===== config.mk =====
export PLATFORM = sky130hd
export DESIGN_NAME = cfg_xlate
export DESIGN_NICKNAME = d
export VERILOG_FILES = /design/src/rtl/cfg_xlate_pkg.sv /design/src/rtl/cfg_xlate_qualify.sv /design/src/rtl/cfg_xlate_idsel.sv /design/src/rtl/cfg_xlate.sv
export SDC_FILE = /design/constraint.sdc
export NUM_CORES = 1
export LEC_CHECK = 0
export ABC_AREA = 1
export BUFFER_PORTS_ARGS = -buffer_cell sky130_fd_sc_hd__buf_2
export CORE_UTILIZATION = 42
export DETAILED_ROUTE_END_ITERATION = 16
export GPL_ROUTABILITY_DRIVEN = 0
export PLACE_DENSITY = 0.76
export SLEW_MARGIN = 10
export SYNTH_ARGS = -nofsm -noshare
export SYNTH_HDL_FRONTEND = slang
export SYNTH_SLANG_ARGS = --single-unit

===== constraint.sdc =====
create_clock -name clk -period 1.2 [get_ports clk]
set_input_delay 0.12 -clock clk [delete_from_list [all_inputs] [get_ports clk]]
set_output_delay 0.12 -clock clk [all_outputs]
set_load 0.05 [all_outputs]

===== src/rtl/cfg_xlate_pkg.sv =====
package cfg_xlate_pkg;
    localparam int ADDR_W   = 32;
    localparam int CMD_W    = 4;
    localparam int BUS_W    = 8;
    localparam int BUS_LSB  = 16;
    localparam int DEV_W    = 5;
    localparam int DEV_LSB  = 11;
    localparam int REG_W    = 6;
    localparam int REG_LSB  = 2;
    localparam int SEL_W    = 16;
    localparam int SEL_LSB  = 16;

    localparam logic [CMD_W-1:0] CMD_CFG_RD = 4'b1010;
    localparam logic [CMD_W-1:0] CMD_CFG_WR = 4'b1011;
    localparam logic [1:0]       KIND_T1    = 2'b01;
    localparam logic [1:0]       KIND_T0    = 2'b00;

    typedef struct packed {
        logic [ADDR_W-1:0] ad;
        logic              valid;
        logic              special;
    } xlate_out_t;
endpackage


===== src/rtl/cfg_xlate_qualify.sv =====
module cfg_xlate_qualify
    import cfg_xlate_pkg::*;
(
    input  logic [1:0]       kind,
    input  logic [BUS_W-1:0] bus_num,
    input  logic [CMD_W-1:0] cmd,
    input  logic [BUS_W-1:0] sec_bus,
    output logic             hit
);
    logic kind_ok, bus_ok, cmd_ok;

    always_comb begin
        kind_ok = (kind == KIND_T1);
        bus_ok  = (bus_num == sec_bus);
        cmd_ok  = (cmd == CMD_CFG_RD) || (cmd == CMD_CFG_WR);
        hit     = kind_ok && bus_ok && cmd_ok;
    end
endmodule


===== src/rtl/cfg_xlate_idsel.sv =====
module cfg_xlate_idsel #(
    parameter int DW = 5,
    parameter int SW = 16
) (
    input  logic [DW-1:0] dev,
    output logic [SW-1:0] sel
);
    // One decoder per select line; device numbers at or above SW hit none.
    for (genvar i = 0; i < SW; i++) begin : g_line
        assign sel[i] = (dev == DW'(i));
    end
endmodule


===== src/rtl/cfg_xlate.sv =====
module cfg_xlate
    import cfg_xlate_pkg::*;
(
    input  logic              clk,
    input  logic              rst_n,
    input  logic [ADDR_W-1:0] up_ad,
    input  logic [CMD_W-1:0]  up_cmd,
    input  logic              addr_strobe,
    input  logic [BUS_W-1:0]  sec_bus,
    output logic [ADDR_W-1:0] dn_ad,
    output logic              xlate_valid,
    output logic              special_req
);
    localparam int DEV_MSB = DEV_LSB + DEV_W - 1;
    localparam int REG_MSB = REG_LSB + REG_W - 1;
    localparam int SEL_MSB = SEL_LSB + SEL_W - 1;
    localparam int BUS_MSB = BUS_LSB + BUS_W - 1;
    localparam logic [DEV_W-1:0] DEV_ESC = '1;

    logic             hit;
    logic [SEL_W-1:0] sel;
    logic [DEV_W-1:0] dev;
    logic             escape;
    xlate_out_t       out_d, out_q;

    assign dev = up_ad[DEV_MSB:DEV_LSB];

    cfg_xlate_qualify u_qual (
        .kind    (up_ad[1:0]),
        .bus_num (up_ad[BUS_MSB:BUS_LSB]),
        .cmd     (up_cmd),
        .sec_bus (sec_bus),
        .hit     (hit)
    );

    cfg_xlate_idsel #(.DW(DEV_W), .SW(SEL_W)) u_sel (
        .dev (dev),
        .sel (sel)
    );

    always_comb begin
        out_d  = '0;
        escape = (dev == DEV_ESC) && (up_ad[REG_MSB:REG_LSB] != '0);
        if (addr_strobe && hit) begin
            out_d.ad                  = up_ad;
            out_d.ad[1:0]             = KIND_T0;
            out_d.ad[DEV_MSB:DEV_LSB] = '0;
            out_d.ad[SEL_MSB:SEL_LSB] = sel;
            out_d.valid               = !escape;
            out_d.special             = escape;
        end
    end

    always_ff @(posedge clk) begin
        if (!rst_n) out_q <= '0;
        else        out_q <= out_d;
    end

    assign dn_ad       = out_q.ad;
    assign xlate_valid = out_q.valid;
    assign special_req = out_q.special;

    p_excl_r12: assert property (@(posedge clk) disable iff (!rst_n)
        !(xlate_valid && special_req));
    p_onehot_r7: assert property (@(posedge clk) disable iff (!rst_n)
        (xlate_valid || special_req) |-> $onehot0(dn_ad[SEL_MSB:SEL_LSB]));
    p_fmt_r5: assert property (@(posedge clk) disable iff (!rst_n)
        (xlate_valid || special_req) |-> (dn_ad[1:0] == KIND_T0 && dn_ad[DEV_MSB:DEV_LSB] == '0));
    p_kind_r2: assert property (@(posedge clk) disable iff (!rst_n)
        addr_strobe && up_ad[1:0] != KIND_T1 |=> !xlate_valid && !special_req);
    p_strobe_r11: assert property (@(posedge clk) disable iff (!rst_n)
        !addr_strobe |=> !xlate_valid && !special_req && dn_ad == '0);
    p_pass_r6: assert property (@(posedge clk) disable iff (!rst_n)
        addr_strobe |=> (xlate_valid || special_req) -> dn_ad[DEV_LSB-1:2] == $past(up_ad[DEV_LSB-1:2]));
endmodule


Yosys cells after proc, flatten, opt, wreduce, memory -nomap -nowiden
Index checks and enable logic that the tools add are counted.
{"block": "totals", "output_inout_bits": 34, "inputBits": 47, "register_bits": 34}
{"block": "classes", "reduce_logical": 9, "n_eq_ne": 20}
{"cell": "$eq 5x4->1 const B", "count": 8}
{"cell": "$eq 5x3->1 const B", "count": 4}
{"cell": "$eq 5x2->1 const B", "count": 2}
{"cell": "$eq 4x4->1 const B", "count": 2}
{"cell": "$eq 8x8->1", "count": 1}
{"cell": "$reduce_bool 6->1", "count": 1}
{"cell": "$eq 5x1->1 const B", "count": 1}
{"cell": "$eq 5x5->1 const B", "count": 1}
{"cell": "$logic_not 5->1", "count": 1}
{"cell": "$logic_and 1x1->1", "count": 4}
{"cell": "$eq 2x1->1 const B", "count": 1}
{"cell": "$reduce_and 2->1", "count": 1}
{"cell": "$logic_not 1->1", "count": 1}
{"cell": "$logic_or 1x1->1", "count": 1}

Depth between registers and ports, before layout
{"block": "depth", "word_depth": 5, "ltp_mapped": 7, "depth_no_buf": 6}

By module
A second synthesis with hierarchy kept.
{"block": "hier_totals", "hier_cells": 171, "area_unflattened_um2": 1198.6}
{"module": "cfg_xlate", "cells_per_inst": 98, "area_each_um2": 895.9, "instances": 1, "seq_area_each_um2": 540.5}
{"module": "cfg_xlate_qualify", "cells_per_inst": 38, "area_each_um2": 165.2, "instances": 1, "seq_area_each_um2": 0.0}
{"module": "cfg_xlate_idsel", "cells_per_inst": 35, "area_each_um2": 137.6, "instances": 1, "seq_area_each_um2": 0.0}

Worst setup path after synthesis
OpenSTA, ideal clock, no wires.
{"block": "synth_path", "path_type": "input to register", "from": "input port up_cmd[2]", "to": "register out_q (netlist bit dn_ad[18])", "arrival_ps": 815, "required_ps": 1127, "stages": 5, "path_slack_ps": 312, "path_buffers": 1, "setup_time_ps": 73, "path_cell_list": "nand3b_1 nor2_2 nand2_4 buf_6 nor3_2"}
{"block": "synth_between", "elab_chain_len": 5, "elab_cells_between_ends": 6, "classes_between": "2 x eq/ne; 4 x reduce/logical"}
{"item": "from (decl)", "line_no": "cfg_xlate.sv:7", "source": "input logic [CMD_W-1:0] up_cmd,"}
{"item": "$eq 4x4->1", "line_no": "cfg_xlate_qualify.sv:15", "source": "cmd_ok = (cmd == CMD_CFG_RD) || (cmd == CMD_CFG_WR);"}
{"item": "$logic_or 1x1->1 (*)", "line_no": "cfg_xlate_qualify.sv:15"}
{"item": "$logic_and 1x1->1 (*)", "line_no": "cfg_xlate_qualify.sv:16", "source": "hit = kind_ok && bus_ok && cmd_ok;"}
{"item": "$logic_and 1x1->1 (*)", "line_no": "cfg_xlate.sv:44", "source": "if (addr_strobe && hit) begin"}
{"item": "$reduce_and 2->1 (no source line) (*)"}
{"item": "to (signal assigned)", "line_no": "cfg_xlate.sv:56", "source": "else out_q <= out_d;"}
{"item": "to (decl)", "line_no": "cfg_xlate.sv:24", "source": "xlate_out_t out_d, out_q;"}
Mark *: on every way between the ends. The rest lies on a longest branch, timed or not.
A chain may end at the register's enable or synchronous reset.

Worst setup path in the final report
{"block": "layout_path", "from": "register out_q (netlist bit dn_ad[5])", "to": "output port dn_ad[5]"}
{"item": "to (decl)", "line_no": "cfg_xlate.sv:10", "source": "output logic [ADDR_W-1:0] dn_ad,"}
No word-level cell between the ends.

==> results.json <==
{
  "synth_warnings": 0,
  "synth_fa_ha_area_share_pct": 0,
  "synth.most_common_cell": "inv_1",
  "cts_inserted_buffers": 3,
  "layout.cells.non_filler": 273,
  "crit_type": "reg -> out",
  "fin_setup_tns_ns": 0,
  "grtUsageTotal_pct": 14.9,
  "fmax_mhz": 961,
  "fillers": 302,
  "setup_viol": 0,
  "synth.distinct_cells": 18,
  "p_clk_share_pct": 25.3,
  "critPathRequiredTime_ns": 1.08,
  "io_buffers": 64,
  "cts_htree_levels": 1,
  "synthTopCellsByArea": "dfxtp_1, nor3_2, inv_1",
  "slew_violations": 0,
  "leakage_uw": 0.000881,
  "first_pass_iters": 4,
  "gr-total-overflow": 0,
  "path_max_fanout": 1,
  "clock_sinks": 27,
  "wl_per_cell_um": 8.69,
  "dp_cells": 266,
  "rows": 19,
  "tritoncts": "built",
  "switching_share_pct": 27.2,
  "mappedNetlistArea_um2": 1320,
  "clk_pin_slew_ns": 0.14,
  "cp_slowest_stage_delay_ns": 0.34,
  "core_um2": 2880,
  "pwr-share-comb_pct": 15.8,
  "whs_ns": 0.0121,
  "synth_compound_area_share_pct": 0.379,
  "end_kind": "primary output",
  "boundaryPins": 81,
  "yosys.area_share.xor_xnor_pct": 0,
  "rsz0062_at_grt": "false",
  "p_per_area_nw_per_um2": 899,
  "drv_cap": 0,
  "power_frac_seq_pct": 58.9,
  "die_w_um": 58.1,
  "ys_async_sr_fraction_pct": 0,
  "routed_via_density": 4.25,
  "fin_crit_sh_pct": 86.7,
  "antenna_cells": 0,
  "grt_max_degree": 28,
  "p_int_uw": 1110,
  "synth_common_cells": "inv_1, nand2_1, dfxtp_1",
  "start_kind": "flip-flop",
  "crit_buf_inv": 1,
  "synth_ff_type": "dfxtp_1",
  "syn_avg_cell_area_um2": 8.01,
  "crit_path_cell_trace": "buf_2",
  "slowest_stage": "dfxtp_1",
  "synthMuxAreaShare_pct": 0,
  "syn_to_final_growth_pct": 28.2,
  "p_sw_uw": 414,
  "drc": 0,
  "final_nets": 279,
  "synth_top_family_by_area": "simple AND/OR/NAND/NOR gates",
  "cts_buffer_depth": 2,
  "period_needed_ns": 1.04,
  "ys_ff_latch": 27,
  "drt-total-wl_um": 2370,
  "synth_simple_gate_area_share_pct": 41.6,
  "synth_area_leader_cell": "dfxtp_1",
  "drt_iter0_markers": 22,
  "min_path_type": "in -> reg",
  "yosysTopAreaCellShare_pct": 40.9,
  "die_area_um2": 3370,
  "ys_seq_area_share_pct": 40.9,
  "start_util_pct": 45.9,
  "cts_root_buffer": "clkbuf_4",
  "cp_top_family": "flip-flops",
  "dpl.hpwl_um": 1840,
  "grt_pass1_wl_um": 3960,
  "drive_above_1_share_pct": 42.4,
  "die_h_um": 58.1,
  "irDropWorstVdd_uv": 398,
  "synth-edff-count": 0,
  "antenna_found_initial": 0,
  "synthCells": 165,
  "ant_nets": 0,
  "cts_setup_buffers": 0,
  "arrival_ns": 0.92,
  "grt_pass1_vias": 1031,
  "hold_violations": 0,
  "vias": 1159,
  "status": "completed"
}
==> power groups by stage <==
stage	logic, uW	registers, uW	clock network, uW
final	241	897	385
after global routing	271	897	437
after CTS	234	897	406
after detailed placement	234	916	0
after global placement	229	916	0
after floorplan	169	916	0
==> cell families after synthesis <==
family | Yosys count
AO/OA/AOI/OAI | 1
buffers and inverters | 44
flip-flops | 27
other | 1
AND/OR/NAND/NOR | 92
==> stage by stage <==
| step | worst slack (ns) | total power, uW | instance area [um^2] | utilization, % |
|---|---|---|---|---|
| after floorplan | 0.312 | 1090 | 1340 | - |
| after global placement | 0.0946 | 1150 | 1630 | 56.8 |
| after detailed placement | 0.0740 | 1150 | 1630 | 56.8 |
| after CTS | 0.140 | 1540 | 1660 | 57.9 |
| after global routing | 0.108 | 1610 | 1690 | 58.9 |
| final | 0.159 | 1520 | 1690 | 58.9 |
==> area by class of cell <==
type | instances | area (um^2) | area share (%)
Clock inverter | 1 | 7.51 | 0.443
Clock buffer | 3 | 22.5 | 1.33
Inverter | 32 | 120 | 7.09
Multi-Input combinational cell | 100 | 581 | 34.3
Tap cell | 42 | 52.6 | 3.10
Timing Repair Buffer | 68 | 370 | 21.9
Sequential cell | 27 | 541 | 31.9
==> what timing repair did <==
item | 4_1_cts | 5_1_grt
hold buffers | 0 | 3
resized for setup | 0 | 0
hold endpoints to repair | 0 | 3
==> final timing paths <==
kind,start,end,depth (start not counted)
max,dn_ad[5]$_SDFF_PN0_,dn_ad[5],1
min,up_ad[8],dn_ad[8]$_SDFF_PN0_,3
==> registers in the layout (all words and copies together), names as in the netlist <==
register / flops
special_req: 1
xlate_valid: 1
dn_ad: 25
==> layout by cell type, fill, tap and decap left out, drive strengths merged <==
cell type and count:
nand3 13, nand2 31, dlygate4sd3 3, conb 7, clkinvlp 1, dfxtp 27, nand3b 1, nor3 27
nor2 19, o21ai 1, inv 32, nand4 1, buf 65, clkbuf 3
==> metal layers <==
layer	part of all wire, %	vias up	track usage, %
met5	0	-	0
li1	-	622	-
met2	51	45	28.4
met3	6.9	2	3.57
met1	42	490	16.1
met4	0.55	0	4.08
(Power assumes the default switching activity.)
